--- config.mk ---
export PLATFORM = sky130hd
export DESIGN_NAME = xlat_cache
export DESIGN_NICKNAME = d
export VERILOG_FILES = /design/src/rtl/xlat_cache_pkg.sv /design/src/rtl/xlat_cache_store.sv /design/src/rtl/xlat_cache_age.sv /design/src/rtl/xlat_cache.sv
export SDC_FILE = /design/constraint.sdc
export NUM_CORES = 1
export LEC_CHECK = 0
export BUFFER_PORTS_ARGS = -buffer_cell sky130_fd_sc_hd__buf_2
export CORE_UTILIZATION = 35
export DETAILED_ROUTE_END_ITERATION = 6
export GPL_TIMING_DRIVEN = 0
export SYNTH_ARGS = -nofsm -noshare
export SYNTH_HDL_FRONTEND = slang
export SYNTH_SLANG_ARGS = --single-unit
--- constraint.sdc ---
create_clock -name clk -period 11.7 [get_ports clk]
set_clock_uncertainty 0.2 [all_clocks]
set_input_delay 0.585 -clock clk [delete_from_list [all_inputs] [get_ports clk]]
set_output_delay 0.585 -clock clk [all_outputs]
set_load 0.02 [all_outputs]
--- src/rtl/xlat_cache_pkg.sv ---
package xlat_cache_pkg;
   // bytes per page = 2**PG_SHIFT
   localparam int unsigned PG_SHIFT = 12;

   function automatic int unsigned idx_width(input int unsigned n);
      return (n < 2) ? 1 : $clog2(n);
   endfunction
endpackage

--- src/rtl/xlat_cache_store.sv ---
module xlat_cache_store
   import xlat_cache_pkg::*;
#(
   parameter int unsigned N_ENTRIES = 8,
   parameter int unsigned VPN_W     = 20,
   parameter int unsigned PPN_W     = 20,
   parameter int unsigned LG_W      = 6,
   localparam int unsigned IW       = idx_width(N_ENTRIES)
) (
   input  logic                            clk,
   input  logic                            rst_n,
   input  logic                            wr_en,
   input  logic [IW-1:0]                   wr_idx,
   input  logic [VPN_W-1:0]                wr_vpn,
   input  logic [LG_W-1:0]                 wr_lg,
   input  logic [PPN_W-1:0]                wr_ppn,
   input  logic [VPN_W-1:0]                q_vpn,
   output logic [N_ENTRIES-1:0]            valid_o,
   output logic [N_ENTRIES-1:0]            hit_vec,
   output logic [N_ENTRIES-1:0][PPN_W-1:0] ppn_o
);
   logic [N_ENTRIES-1:0]            val_q;
   logic [N_ENTRIES-1:0][VPN_W-1:0] vpn_q;
   logic [N_ENTRIES-1:0][LG_W-1:0]  lg_q;
   logic [N_ENTRIES-1:0][PPN_W-1:0] ppn_q;

   always_ff @(posedge clk) begin
      if (!rst_n) begin
         val_q <= '0;
         vpn_q <= '0;
         lg_q  <= '0;
         ppn_q <= '0;
      end else if (wr_en) begin
         val_q[wr_idx] <= 1'b1;
         vpn_q[wr_idx] <= wr_vpn;
         lg_q[wr_idx]  <= wr_lg;
         ppn_q[wr_idx] <= wr_ppn;
      end
   end

   genvar g, k;
   generate
      for (g = 0; g < N_ENTRIES; g++) begin : g_slot
         logic [VPN_W-1:0] keep;
         // page bit k takes part in the compare only above the region size
         for (k = 0; k < VPN_W; k++) begin : g_bit
            localparam int unsigned KV = k + PG_SHIFT;
            assign keep[k] = (lg_q[g] <= LG_W'(KV));
         end
         assign hit_vec[g] = val_q[g] && (((q_vpn ^ vpn_q[g]) & keep) == '0);
      end
   endgenerate

   assign valid_o = val_q;
   assign ppn_o   = ppn_q;
endmodule

--- src/rtl/xlat_cache_age.sv ---
module xlat_cache_age
   import xlat_cache_pkg::*;
#(
   parameter int unsigned N_ENTRIES = 8,
   localparam int unsigned IW       = idx_width(N_ENTRIES)
) (
   input  logic                         clk,
   input  logic                         rst_n,
   input  logic                         touch_en,
   input  logic [IW-1:0]                touch_idx,
   input  logic [N_ENTRIES-1:0]         cand_vec,
   output logic [IW-1:0]                best_idx,
   output logic [IW-1:0]                lru_idx,
   output logic [N_ENTRIES-1:0][IW-1:0] rank_o
);
   logic [N_ENTRIES-1:0][IW-1:0] rank_q;
   logic [IW-1:0]                old_rank;
   logic [IW-1:0]                best_rank;
   logic                         found;

   assign old_rank = rank_q[touch_idx];

   always_ff @(posedge clk) begin
      if (!rst_n) begin
         for (int i = 0; i < N_ENTRIES; i++) rank_q[i] <= IW'(i);
      end else if (touch_en) begin
         for (int i = 0; i < N_ENTRIES; i++) begin
            if (touch_idx == IW'(i))
               rank_q[i] <= '0;
            else if (rank_q[i] < old_rank)
               rank_q[i] <= rank_q[i] + 1'b1;
         end
      end
   end

   // youngest candidate wins
   always_comb begin
      best_idx  = '0;
      best_rank = '1;
      found     = 1'b0;
      for (int i = 0; i < N_ENTRIES; i++) begin
         if (cand_vec[i] && (!found || rank_q[i] < best_rank)) begin
            found     = 1'b1;
            best_rank = rank_q[i];
            best_idx  = IW'(i);
         end
      end
   end

   always_comb begin
      lru_idx = '0;
      for (int i = 0; i < N_ENTRIES; i++)
         if (rank_q[i] == IW'(N_ENTRIES - 1)) lru_idx = IW'(i);
   end

   assign rank_o = rank_q;

   logic [N_ENTRIES-1:0] occ;
   always_comb begin
      occ = '0;
      for (int i = 0; i < N_ENTRIES; i++) occ[rank_q[i]] = 1'b1;
   end


   rank_perm_chk: assert property (@(posedge clk) disable iff (!rst_n)
      occ == {N_ENTRIES{1'b1}});


   mru_on_touch_chk: assert property (@(posedge clk) disable iff (!rst_n)
      touch_en |=> rank_q[$past(touch_idx)] == '0);
endmodule

--- src/rtl/xlat_cache.sv ---
module xlat_cache
   import xlat_cache_pkg::*;
#(
   parameter int unsigned N_ENTRIES = 8,
   parameter int unsigned VA_W      = 32,
   parameter int unsigned PA_W      = 32,
   parameter int unsigned LG_W      = $clog2(VA_W + 1)
) (
   input  logic                     clk,
   input  logic                     rst_n,
   input  logic                     lk_valid,
   input  logic [VA_W-1:0]          lk_va,
   input  logic                     lk_upd,
   input  logic                     ins_valid,
   input  logic [VA_W-PG_SHIFT-1:0] ins_vpn,
   input  logic [LG_W-1:0]          ins_lg,
   input  logic [PA_W-PG_SHIFT-1:0] ins_ppn,
   output logic                     rsp_valid,
   output logic                     rsp_hit,
   output logic                     rsp_miss,
   output logic [PA_W-1:0]          rsp_page,
   output logic [PA_W-1:0]          rsp_pa
);
   localparam int unsigned VPN_W = VA_W - PG_SHIFT;
   localparam int unsigned PPN_W = PA_W - PG_SHIFT;
   localparam int unsigned IW    = idx_width(N_ENTRIES);

   generate
      if (N_ENTRIES < 2) begin : g_bad_depth
         $error("xlat_cache: N_ENTRIES must be at least 2");
      end
      if (VA_W <= PG_SHIFT || PA_W <= PG_SHIFT) begin : g_bad_width
         $error("xlat_cache: address widths must exceed the page offset");
      end
      if ((2 ** LG_W) <= VA_W) begin : g_bad_lg
         $error("xlat_cache: LG_W too narrow for VA_W");
      end
   endgenerate

   logic [N_ENTRIES-1:0]            valid_v, hit_vec;
   logic [N_ENTRIES-1:0][PPN_W-1:0] ppn_v;
   logic [N_ENTRIES-1:0][IW-1:0]    ranks;
   logic [IW-1:0]                   best_idx, lru_idx, free_idx, ins_idx, touch_idx;
   logic                            any_free, lk_go, hit_any, touch_en;

   always_comb begin
      free_idx = '0;
      any_free = 1'b0;
      for (int i = N_ENTRIES - 1; i >= 0; i--) begin
         if (!valid_v[i]) begin
            free_idx = IW'(i);
            any_free = 1'b1;
         end
      end
   end

   assign ins_idx   = any_free ? free_idx : lru_idx;
   assign lk_go     = lk_valid && !ins_valid;
   assign hit_any   = |hit_vec;
   assign touch_en  = ins_valid || (lk_go && hit_any && lk_upd);
   assign touch_idx = ins_valid ? ins_idx : best_idx;

   xlat_cache_store #(
      .N_ENTRIES(N_ENTRIES), .VPN_W(VPN_W), .PPN_W(PPN_W), .LG_W(LG_W)
   ) u_store (
      .clk     (clk),
      .rst_n   (rst_n),
      .wr_en   (ins_valid),
      .wr_idx  (ins_idx),
      .wr_vpn  (ins_vpn),
      .wr_lg   (ins_lg),
      .wr_ppn  (ins_ppn),
      .q_vpn   (lk_va[VA_W-1:PG_SHIFT]),
      .valid_o (valid_v),
      .hit_vec (hit_vec),
      .ppn_o   (ppn_v)
   );

   xlat_cache_age #(.N_ENTRIES(N_ENTRIES)) u_age (
      .clk       (clk),
      .rst_n     (rst_n),
      .touch_en  (touch_en),
      .touch_idx (touch_idx),
      .cand_vec  (hit_vec),
      .best_idx  (best_idx),
      .lru_idx   (lru_idx),
      .rank_o    (ranks)
   );

   always_ff @(posedge clk) begin
      if (!rst_n) begin
         rsp_valid <= 1'b0;
         rsp_hit   <= 1'b0;
         rsp_miss  <= 1'b0;
         rsp_page  <= '0;
         rsp_pa    <= '0;
      end else begin
         rsp_valid <= lk_go;
         rsp_hit   <= lk_go && hit_any;
         rsp_miss  <= lk_go && !hit_any;
         if (lk_go && hit_any) begin
            rsp_page <= {ppn_v[best_idx], {PG_SHIFT{1'b0}}};
            rsp_pa   <= {ppn_v[best_idx], lk_va[PG_SHIFT-1:0]};
         end else begin
            rsp_page <= '0;
            rsp_pa   <= '0;
         end
      end
   end


   ins_over_lookup_chk: assert property (@(posedge clk) disable iff (!rst_n)
      ins_valid |=> !rsp_valid);


   fill_free_chk: assert property (@(posedge clk) disable iff (!rst_n)
      (ins_valid && !(&valid_v)) |=> $countones(valid_v) == $past($countones(valid_v)) + 1);


   order_kept_chk: assert property (@(posedge clk) disable iff (!rst_n)
      (lk_valid && !lk_upd && !ins_valid) |=> $stable(ranks));


   hit_miss_excl_chk: assert property (@(posedge clk) disable iff (!rst_n)
      rsp_valid == (rsp_hit || rsp_miss) && !(rsp_hit && rsp_miss));


   pa_low_chk: assert property (@(posedge clk) disable iff (!rst_n)
      rsp_hit |-> (rsp_pa[PG_SHIFT-1:0] == $past(lk_va[PG_SHIFT-1:0]) &&
                   rsp_pa[PA_W-1:PG_SHIFT] == rsp_page[PA_W-1:PG_SHIFT]));
endmodule

# After elaboration in Yosys (flattened, before gate mapping)
# Index checks and enable logic that the tools add are counted.
# Widths: inputs -> output; s select.
dict set report op_classes {
  n_addsub 8
  bitwise_logic 17
  eq_ne 14
  n_mux 75
  shifts 0
  reduce_logical 64
  magnitude_cmp 179
  n_div 0
  n_mul 0
}
# operator count
set ops {}
lappend ops {{$le 6x5->1 const B} 128}
lappend ops {{$bwmux 160} 2}
lappend ops {{$le 6x4->1 const B} 32}
lappend ops {{$and 20x20->20} 8}
lappend ops {{$logic_not 20->1} 8}
lappend ops {{$xor 20x20->20} 8}
lappend ops {{$mux 3} 42}
lappend ops {{$bmux 20 s3} 1}
lappend ops {{$demux 20 s3} 1}
lappend ops {{$bwmux 48} 1}
lappend ops {{$lt 3x3->1} 15}
lappend ops {{$mux 20} 2}
lappend ops {{$eq 3x3->1 const B} 11}
lappend ops {{$add 3x1->3 const B} 8}
lappend ops {{$logic_and 1x1->1} 20}
lappend ops {{$demux 6 s3} 1}
lappend ops {{$mux 1} 18}
lappend ops {{$reduce_and 2->1} 9}
lappend ops {{$reduce_bool 2->1} 8}
lappend ops {{$lt 3x4->1 const B} 3}
lappend ops {{$bmux 3 s3} 1}
lappend ops {{$logic_not 1->1} 9}
lappend ops {{$logic_or 1x1->1} 8}
lappend ops {{$mux 2} 4}
lappend ops {{other kinds (8)} 9}
dict set report word_totals {
  elab_cells 396
  mem_bits_rw 0
  register_bits 467
  out_inout_bits 67
  rom_bits 0
  in_bits 83
  latchBits 0
  memories 0
}

# Depth between registers and ports, before layout
# Gate-level depths: netlist (run 1).
dict set report depth {
  word_depth 39
  ltp_mapped 68
  mapped_depth_nobuf 66
}

# Cells and area by module
# A second synthesis (run 1) with hierarchy kept.
dict set report unflattened {
  cells_unflattened 2767
  area_unflattened_um2 23077.1
}
# mod area_per_inst_um2 seq_area_each_um2 instances cells_per_inst
set modules_own_cells {}
lappend modules_own_cells {xlat_cache_store 17733.3 7527.2 1 2210}
lappend modules_own_cells {xlat_cache_age 2846.5 480.5 1 350}
lappend modules_own_cells {xlat_cache 2497.4 700.7 1 207}

# Worst setup path after synthesis (run 1)
# Ideal clock, no wire load.
dict set report synth_timing {
  kind {in2reg}
  start {input lk_va[27]}
  end {register u_age.rank_q (netlist bit u_age.rank_o[16])}
  arrival_time_ns 12.486
  path_buffers 2
  t_required_ns 11.368
  setup_ns 0.132
  cell_stages 60
  slack_ns -1.119
  cell_sequence {clkbuf_1 xor2_1 o21ai_0 a21oi_1 o41ai_1 nand2_1 nor2_1 ha_1 a21oi_1 inv_1 or4_4 a21oi_1 inv_1 ha_1 a21oi_1 a21boi_4 a21oi_1 ha_1 [24 not listed] a21boi_0 mux2_2 ha_1 nor2_1 a221oi_1 nand2b_1 a211oi_2 a21oi_1 a21boi_2 nor2_1 mux4_2 mux2i_1 ha_1 nor3_1 a21oi_1 o21ai_1 nand2b_1 a21oi_1}
}
dict set report synth_between {
  elab_chain_cells 39
  word_cells_on_any_way 93
  cone_classes {order compare: 8; eq/ne: 1; mux: 25; bitwise: 16; reduce/logical: 43}
}
# item line_no
set synth_rtl {}
lappend synth_rtl {{start, declared} xlat_cache.sv:12} ;# input logic [VA_W-1:0] lk_va,
lappend synth_rtl {{$xor 20x20->20} xlat_cache_store.sv:50} ;# assign hit_vec[g] = val_q[g] && (((q_vpn ^ vpn_q[g]) & keep) == '0);
lappend synth_rtl {{$and 20x20->20} xlat_cache_store.sv:50}
lappend synth_rtl {{$logic_not 20->1} xlat_cache_store.sv:50}
lappend synth_rtl {{$logic_and 1x1->1} xlat_cache_store.sv:50}
lappend synth_rtl {{$mux 3 or $mux 1 (tied branches)} xlat_cache_age.sv:42} ;# if (cand_vec[i] && (!found || rank_q[i] < best_rank)) begin
lappend synth_rtl {{$lt 3x3->1 or $logic_not 1->1 (tied branches)} xlat_cache_age.sv:42}
lappend synth_rtl {{$logic_or 1x1->1} xlat_cache_age.sv:42}
lappend synth_rtl {{$logic_and 1x1->1} xlat_cache_age.sv:42}
lappend synth_rtl {{[23 not listed]} -}
lappend synth_rtl {{$logic_and 1x1->1} xlat_cache_age.sv:42}
lappend synth_rtl {{$mux 3} xlat_cache_age.sv:42}
lappend synth_rtl {{$mux 3} xlat_cache.sv:61} ;# assign touch_idx = ins_valid ? ins_idx : best_idx;
lappend synth_rtl {{$bmux 3 s3} xlat_cache_age.sv:21} ;# assign old_rank = rank_q[touch_idx];
lappend synth_rtl {{$mux 3 (implied by the code)} xlat_cache_age.sv:21}
lappend synth_rtl {{$lt 3x3->1} xlat_cache_age.sv:30} ;# else if (rank_q[i] < old_rank)
lappend synth_rtl {{$reduce_bool 2->1 (no source line)} -}
lappend synth_rtl {{$reduce_and 2->1 (no source line)} -}
lappend synth_rtl {{end signal, assigned by index} xlat_cache_age.sv:31} ;# rank_q[i] <= rank_q[i] + 1'b1;
lappend synth_rtl {{end, declared} xlat_cache_age.sv:16} ;# logic [N_ENTRIES-1:0][IW-1:0] rank_q;
# Parallel ways exist; a longest one is shown, timed or not. The select of a mux whose other input is x is not followed.
# A chain may end at the register's enable or synchronous reset.

# Worst setup path in the final report (run 1)
dict set report layout_timing {
  start {register u_store.lg_q[1] (netlist bit)}
  end {register u_age.rank_q (netlist bit u_age.rank_o[16])}
}
dict set report layout_between {
  elab_chain_cells 39
  word_cells_on_any_way 84
  cone_classes {order compare: 28; eq/ne: 1; mux: 25; bitwise: 1; reduce/logical: 29}
}
# item line_no
set layout_rtl {}
lappend layout_rtl {{start, declared} xlat_cache_store.sv:24} ;# logic [N_ENTRIES-1:0][LG_W-1:0] lg_q;
lappend layout_rtl {{start signal, assigned by index} xlat_cache_store.sv:36} ;# lg_q[wr_idx] <= wr_lg;
lappend layout_rtl {{$le 6x4->1 or $le 6x5->1 (tied branches)} xlat_cache_store.sv:48} ;# assign keep[k] = (lg_q[g] <= LG_W'(KV));
lappend layout_rtl {{$and 20x20->20 *} xlat_cache_store.sv:50}
lappend layout_rtl {{$logic_not 20->1 *} xlat_cache_store.sv:50}
lappend layout_rtl {{$logic_and 1x1->1 *} xlat_cache_store.sv:50}
lappend layout_rtl {{$mux 3 or $mux 1 (tied branches)} xlat_cache_age.sv:42}
lappend layout_rtl {{$lt 3x3->1 or $logic_not 1->1 (tied branches)} xlat_cache_age.sv:42}
lappend layout_rtl {{$logic_or 1x1->1} xlat_cache_age.sv:42}
lappend layout_rtl {{$logic_and 1x1->1} xlat_cache_age.sv:42}
lappend layout_rtl {{[23 not listed]} -}
lappend layout_rtl {{$logic_and 1x1->1} xlat_cache_age.sv:42}
lappend layout_rtl {{$mux 3} xlat_cache_age.sv:42}
lappend layout_rtl {{$mux 3} xlat_cache.sv:61}
lappend layout_rtl {{$bmux 3 s3} xlat_cache_age.sv:21}
lappend layout_rtl {{$mux 3 (implied by the code)} xlat_cache_age.sv:21}
lappend layout_rtl {{$lt 3x3->1} xlat_cache_age.sv:30}
lappend layout_rtl {{$reduce_bool 2->1 (no source line)} -}
lappend layout_rtl {{$reduce_and 2->1 (no source line)} -}
# Every way passes the cells marked *; elsewhere a longest branch is shown, timed or not. The select of a mux whose other input is x is not followed.

==> results of run 1 <==
-- final timing paths --
path,startpoint,end,slack [ps],depth (start not counted)
worst max-delay path,u_store.lg_q[1]$_SDFFE_PN0P_,u_age.rank_o[16]$_SDFFE_PN0P_,-30,64
worst min-delay path,lk_va[6],rsp_pa[6]$_SDFF_PN0_,40,2
worst max register to register,u_store.lg_q[1]$_SDFFE_PN0P_,u_age.rank_o[16]$_SDFFE_PN0P_,-30,64
worst min register to register,u_store.ppn_o[5]$_SDFFE_PN0P_,u_store.ppn_o[5]$_SDFFE_PN0P_,250,2
-- worst register-to-register path, delay by kind of cell, from the launching register on --
| kind | cells | cell delay (ps) |
|---|---|---|
| flops | 1 | 350 |
| buf+inv | 7 | 650 |
| mux | 5 | 1700 |
| simple gates | 18 | 2990 |
| fa+ha+maj | 8 | 1740 |
| compound gates | 26 | 3920 |
-- area by class of cell --
type	count	area (sq um)	area share (%)
multi-input cells	2181	12910	47.51
flip-flops and latches	435	8720	32.10
plain buffers	289	1530	5.634
clock buffers	67	1365	5.026
repair buffers	167	1135	4.178
well taps	846	1059	3.897
clock inverters	21	276.5	1.018
inverters	45	171.4	0.6311
-- kinds of logic (layout without fill, tap and decap cells) --
group,after synthesis,after routing
buffers and inverters,337,589
AOI/OAI and AO/OA,761,761
adders and majority gates,39,39
and+or+nand+nor,1147,1147
xor gates and xnor gates,160,160
other,1,12
DFF,435,435
muxes,62,62
-- where the power goes --
group,leakage [nW],internal [mW],switching [mW]
Sequential,3.52,1.51,0.0350
Combinational,5.45,0.158,0.305
Clock,0.798,0.948,0.675
Total,9.77,2.62,1.01
-- sequential cells by signal (all words and copies together) (netlist names) --
signal,flops
u_store.lg_q,48
u_store.vpn_q,160
rsp_page,20
rsp_miss,1
rsp_hit,1
rsp_valid,1
u_store.ppn_o,160
u_store.valid_o,8
rsp_pa,12
u_age.rank_o,24
-- routing by layer --
metal  part of all wire (%)  up-vias  wire length [um]  track usage (%)
met5                  0.043        -                40                0
met4                    5.4        6              5022            13.81
met3                    8.7      260              8043            4.454
met2                     45     1126             41710            43.39
met1                     41    10730             37550            35.20
li1                       -    10420                 -                -
-- synthesized netlist by cell type (all sizes together), types with 50 or more instances --
| master | number |
|---|---|
| dfxtp | 435 |
| nand2 | 854 |
| a21oi | 458 |
| o21ai | 65 |
| buf | 119 |
| o2111ai | 50 |
| mux2i | 57 |
| xnor2 | 62 |
| nand2b | 54 |
| nor2 | 81 |
| xor2 | 98 |
| clkbuf | 173 |
-- what timing repair did --
action,4_1_cts,5_1_grt
gates resized for setup,78,71
hold buffers,11,0
pin swaps,42,57
setup buffers,65,23
endpoints found under the setup margin,44,44
gates cloned,1,0
endpoints found under the hold margin,11,0
-- cells in the final DEF, fill, tap and decap left out, types with 53 or more instances in the layout --
master,synthesis,final
sky130_fd_sc_hd__nand2b_1,54,53
sky130_fd_sc_hd__xor2_1,98,98
sky130_fd_sc_hd__clkbuf_1,173,163
sky130_fd_sc_hd__nand2_1,853,847
sky130_fd_sc_hd__xnor2_1,62,61
sky130_fd_sc_hd__buf_2,16,82
sky130_fd_sc_hd__mux2i_1,57,54
sky130_fd_sc_hd__dfxtp_1,435,430
sky130_fd_sc_hd__buf_4,79,161
sky130_fd_sc_hd__a21oi_1,455,440
sky130_fd_sc_hd__nor2_1,81,72
==> results summary, run 1 <==
In the post-synthesis netlist, the biggest area contributors are sky130_fd_sc_hd__dfxtp_1 39%, sky130_fd_sc_hd__nand2_1 14%, sky130_fd_sc_hd__a21oi_1 10%, sky130_fd_sc_hd__xor2_1 3.8%, sky130_fd_sc_hd__clkbuf_1 2.9%. The die outline height is about 260 um. The number of different library cells used by synthesis comes to 102.

The number of buffers inserted during clock tree synthesis is approximately 50. The floorplan step set the die width to 255.3 um. The root buffer cell chosen for the clock tree is sky130_fd_sc_hd__clkbuf_16.

The worst path in the final design needs a cycle of 11730 ps, including I/O delays and setup. Routability-driven placement finished with a final weighted congestion of 0.9634. The synthesized area divided by synthesized cell count is 7.634 sq um. The number of nets in the layout came out at 3283. After floorplanning, the core was sized to cover 0.06320 sq mm. After detailed routing, the number of vias per cell comes to 5.563. The clock insertion delay at the later pin of the skew report is 610 ps. In this run, synthesis produced a sequential element count of 435.

The multiplexer area fraction after synthesis is 2.908%. The final critical-path share of the clock period came out at 100.3%. The number of setup violations in the final report came out at 9. The count of nets left with antenna violations once routing finished came out at 0. The number of synthesized flops with an enable pin is 0. The share of synthesized registers carrying an async set or reset came out at 0%. The power density of the placed cells is between 100 and 150 mW/mm^2.

The leakage power summed over all cells came out at 9.770 nW. The synthesized netlist devotes 21.64% of its cell area to simple gates. The worst supply voltage drop on vdd came out at 0.1217 mV. The transition time at the pin with the least slew margin came out at 1316 ps. The cell type group with the largest total delay on the critical path is compound AO/OA/AOI/OAI gates. The number of buffers and inverters on the critical path is 7. The total wirelength of the detailed-routed design came out at 92370 um. In the final layout, the share of cells above drive strength 1 is ~16%. The worst setup path is of the register to register kind. In this run the worst path has a maximum fanout of 5. The post-synthesis cell area is around 0.022 sq mm. The final instance count without filler cells is 4051. Across all layers, the routed design uses 22540 vias.

The utilization after layout came out at between 40% and 50%. Counting along the longest clock path gives a buffer depth of 3. The sink count of the clock tree is between 400 and 500. The area growth from synthesis to final layout came out at 20.94%. The global-route wire length before repair came out at around 130000 um. Clock-pin slew was measured on the worst setup and hold paths at 60 ps. The die covers 0.06519 sq mm. The max-slew violation total from the final report came out at 0.

The final cell area excluding filler cells is 0.02716 sq mm. The number of fill cells in the layout came out at 6468. The flow ran to the end, but the final reports show violations. The HPWL after detailed placement is 62500 um. The worst hold slack after final layout came out at 40.78 ps. The share of synthesized cell area in full adder, half adder and majority cells is 2.111%.

The number of optimization iterations in the first detailed-route pass is 6. The routed length per placed instance is between 20 and 25 um. In this run the worst hold path is classified as input port to register.

The initial core utilization is 35.54%. The initial antenna violation count came to 3. The CTS tree is yes. On the critical path, the stage with the largest delay is an instance of sky130_fd_sc_hd__mux4_2. The number of warnings issued by yosys came out at 0. The via count of the first global-routing pass is 20440. The all-layer global routing usage came out at 27.15%. The number of primary I/O pins came out at 150. The final reports fail on negative setup slack. Setup repair after global routing could not meet its margin everywhere. After layout, the design draws a total of 3.631 mW. The xor-xnor portion of the synthesized cell area is 6.240%. The iteration-0 DRC count of the detailed router is 2683. Max-cap violations in this run came to 0.

The total inserted antenna cells is 0. The CTS H-tree depth is 2. The cell row count came out at 92. In the routed design, unresolved DRC markers number 0.

Setup slack on the critical path of the routed design comes to -34.46 ps. The delay contributed by the slowest stage of the critical path is 580 ps. Summed over its instances, the top area cell type makes up 38.77% of the synthesized netlist area. The category of the worst setup path capture point is a register. The arrival time reported for the critical path endpoint is 11970 ps. For this run, the leading register cell type out of synthesis is sky130_fd_sc_hd__dfxtp_1. The dominant combinational cell family by area after synthesis is simple AND/OR/NAND/NOR gates. The total congestion overflow after global routing came out at 0. The relative slew slack came out at 11.32%.

The final-report hold violation count came to 0. The setup TNS came out at -143.2 ps. The count of input and output buffers came out at 70.

The largest area contributor in the synthesized netlist is sky130_fd_sc_hd__dfxtp_1. For the worst setup path, the data required time is between 10000 and 15000 ps. The area fraction in compound gates after synthesis came out at 21.07%.

STA classifies the critical path startpoint as a register. The count of mapped cells out of synthesis is 2942. The largest net degree at the start of global routing came out at 14. The share of the Yosys chip area taken by registers is around two fifths.

The minimum setup slack after placement is -1983 ps. The count of placed standard cells including taps is 3869. The cell area reported after detailed placement is between 0.02 and 0.025 sq mm. The fmax came out at 85.22 MHz.
No activity file was read; power rests on OpenSTA's default activity.
==> inputs of run 2 (changes only) <==
--- a/config.mk
+++ b/config.mk
@@ -9,6 +9,7 @@
 export CORE_UTILIZATION = 35
 export DETAILED_ROUTE_END_ITERATION = 6
 export GPL_TIMING_DRIVEN = 0
+export SKIP_CTS_REPAIR_TIMING = 1
 export SYNTH_ARGS = -nofsm -noshare
 export SYNTH_HDL_FRONTEND = slang
 export SYNTH_SLANG_ARGS = --single-unit
==> run 2 against run 1 <==
Against the previous run: the flow finishes with violations (negative hold slack, negative setup slack); sequential power barely moved; fmax fell by 4.2%; largest power group unchanged; final area fell by 1.6%; routed wire length fell by 0.69%.
==> results summary, run 2 (synthesis gave the netlist of run 1 again) <==
The run finished, with violations left. The checks that failed: negative hold slack, negative setup slack. The remaining number of nets flagged by the antenna check after routing is 0 (unchanged). The startpoint identified for the worst register-to-register timing path is u_store.lg_q[1]$_SDFFE_PN0P_.

The number of optimization iterations in the first detailed-route pass is 6 (unchanged). The endpoint identified for the worst register-to-register timing path is u_age.rank_o[16]$_SDFFE_PN0P_. The type of the worst setup path is register to register. The power density of the placed cells came out at 135.6 mW/mm^2 (+1.4%). The routed via count divided by cell count is 5.559 (about the same). The routed length per placed instance is 22.88 um (+0.35%). The number of fill cells in the layout is 6515 (+0.73%). The via total after detailed routing came to 22290 (-1.1%).

The total wirelength of the detailed-routed design came out at 91740 um (-0.69%). The residual DRC count is 0 (unchanged). The fmax is 81.64 MHz (-4.2%). The minimum setup slack after placement is -1983 ps (unchanged). The number of nets in the layout is 3241 (-1.3%). The die outline height is 255.3 um (unchanged). The clock slew seen by the registers of the worst setup and hold paths came out at 60 ps (about the same). The iteration-0 DRC count of the detailed router is 2536 (-5.5%).

The global-route wire length before repair was 130900 um (-2.0%). The number of setup violations in the final report is 36 (+27). The register-to-register setup slack is -550 ps (-510 ps). The total congestion overflow after global routing came out at 0 (unchanged). The initial antenna violation count is 3 (unchanged). The worst setup path startpoint is u_store.lg_q[1]$_SDFFE_PN0P_. The relative slew slack was 13.35% (+2.0 points). The CTS H-tree depth came to 2 (unchanged). The final RePlAce weighted congestion came out at 0.9634 (unchanged). The worst supply voltage drop on vdd came out at 0.1206 mV (-0.93%).

The fraction of final layout cells sized beyond drive strength 1 came out at 14.20% (-1.3 points). The final-report hold violation count came out at 1 (+1). The initial core utilization is 35.54% (unchanged). The sink count of the clock tree came out at 435 (unchanged). The top cell types in the final layout, fill and taps aside, are 848 x sky130_fd_sc_hd__nand2_1, 443 x sky130_fd_sc_hd__a21oi_1, 430 x sky130_fd_sc_hd__dfxtp_1, 161 x sky130_fd_sc_hd__clkbuf_1, 127 x sky130_fd_sc_hd__buf_4. Setup repair after global routing could not meet its margin everywhere. The all-layer global routing usage is 26.65% (-0.50 points). The area growth from synthesis to final layout came out at 19.04%.

The total inserted antenna cells is 0 (unchanged). The arrival time reported for the critical path endpoint was 12490 ps (+520 ps). The worst reg-to-reg path cell count came out at 63 (-1.6%).

The final worst setup slack is -548.8 ps (-514.3 ps). The cell at the root of the clock tree is sky130_fd_sc_hd__clkbuf_16. The type of the tightest min-delay check is input port to register. In this run the worst setup path terminates at u_age.rank_o[16]$_SDFFE_PN0P_. The library cell used most frequently in the layout, excluding fill and tap cells, is sky130_fd_sc_hd__nand2_1. The cell row count came out at 92 (unchanged). The critical path's slowest cell is sky130_fd_sc_hd__mux4_2. The area inside the core boundary is 0.06320 sq mm (unchanged). The max-slew violation total from the final report came out at 0 (unchanged). The startpoint kind of the worst setup timing path is a register. The clock insertion delay at the later pin of the skew report is 610 ps (about the same). The leakage power summed over all cells came out at 9.594 nW (-1.8%). The maximum buffer depth of the clock tree is 3 (unchanged). The worst hold slack after final layout came out at -0.08338 ps (-40.86 ps). The most numerous cell type found on the critical path is sky130_fd_sc_hd__ha_4. The transition time at the pin with the least slew margin came out at 1300 ps (-16.54 ps).

The category of the worst setup path capture point is a register. The count of max-cap constraint violations is 0 (unchanged). The full die area is 0.06519 sq mm (unchanged). The delay contributed by the slowest stage of the critical path came out at 580 ps (about the same).

The required time of the critical path is 11940 ps (about the same). The number of buffers inserted during clock tree synthesis is 49 (unchanged). The final critical-path share of the clock period is 104.7% (+4.4 points).

The largest fanout on the critical path came out at 8 (+3). The final critical delay including setup and external delays came to 12250 ps (+514.3 ps). The total power draw is 3.624 mW (-0.20%). The via count of the first global-routing pass is 19820 (-3.0%).

The count of input and output buffers came out at 70 (unchanged). The CTS tree is yes. The HPWL after detailed placement came out at 62500 um (unchanged). The largest net degree at the start of global routing is 14 (unchanged). The horizontal extent of the die is 255.3 um (unchanged).

The number of primary I/O pins is 150 (unchanged).
## run 2: cell count changes in the layout (fill, tap and decap cells not counted), sizes merged
cell         change
buf             -32
dlygate4sd3      -7
clkbuf           -3
## run 2: final cells by class
cell class                 count  area [sq um]  share of cell area, %
multi-input combinational   2181         12800                  47.88
sequential                   435          8725                  32.63
buffer                       290          1554                  5.812
clock buffer                  67          1365                  5.106
tap                          846          1059                  3.959
timing repair buffer         124         788.3                  2.948
clock inverter                21         276.5                  1.034
inverter                      45         168.9                 0.6318
## run 2: how the worst min path moves through the flow
stage	from	to	slack, ps	depth (start not counted)
3_5_place_dp	u_store.ppn_o[80]$_SDFFE_PN0P_	u_store.ppn_o[80]$_SDFFE_PN0P_	240	2
4_1_cts	lk_va[0]	rsp_pa[0]$_SDFF_PN0_	-30	2
3_3_place_gp	u_store.ppn_o[95]$_SDFFE_PN0P_	u_store.ppn_o[95]$_SDFFE_PN0P_	240	2
6_report	lk_va[0]	rsp_pa[0]$_SDFF_PN0_	-0.08	2
5_1_grt	lk_va[9]	rsp_pa[9]$_SDFF_PN0_	1	2
2_1_floorplan	u_store.ppn_o[0]$_SDFFE_PN0P_	u_store.ppn_o[0]$_SDFFE_PN0P_	230	2
## run 2: routing by layer
metal  GRT usage (%)  up-vias  wire, um  part of all wire (%)
met5               0        -        40                 0.044
met4           13.27        6      5046                   5.5
met3           4.137      259      8004                   8.7
met2           42.30     1142     41270                    45
met1           35.04    10560     37380                    41
li1                -    10330         -                     -
## run 2: critical path: cells and delay by family, from the launching register on
family                   cells  cell delay, ps
AO/OA/AOI/OAI               24            4110
AND/OR/NAND/NOR             16            2710
multiplexers                 6            1940
adder cells (fa/ha/maj)      8            1780
buffers and inverters        9             990
flip-flops                   1             320
## run 2: through the flow
stage	util (%)	setup TNS (ps)	cells	hold slack (ps)	instance area, sq um
floorplan	-	0	2953	231.2	22680
global placement	38.12	-77020	3869	236.6	24090
detailed placement	38.12	-77500	3869	242.4	24090
CTS	40.72	-67160	3957	-27.22	25730
global route	42.31	-36040	4009	1.251	26740
finish	42.31	-11840	4009	-0.08338	26740
## run 2: power breakdown
part / internal, mW / leakage (nW) / total, mW / switching [mW]
Clock: 0.948 / 0.798 / 1.62 / 0.674
Sequential: 1.51 / 3.52 / 1.55 / 0.0354
Combinational: 0.153 / 5.28 / 0.455 / 0.302
Total: 2.61 / 9.59 / 3.62 / 1.01
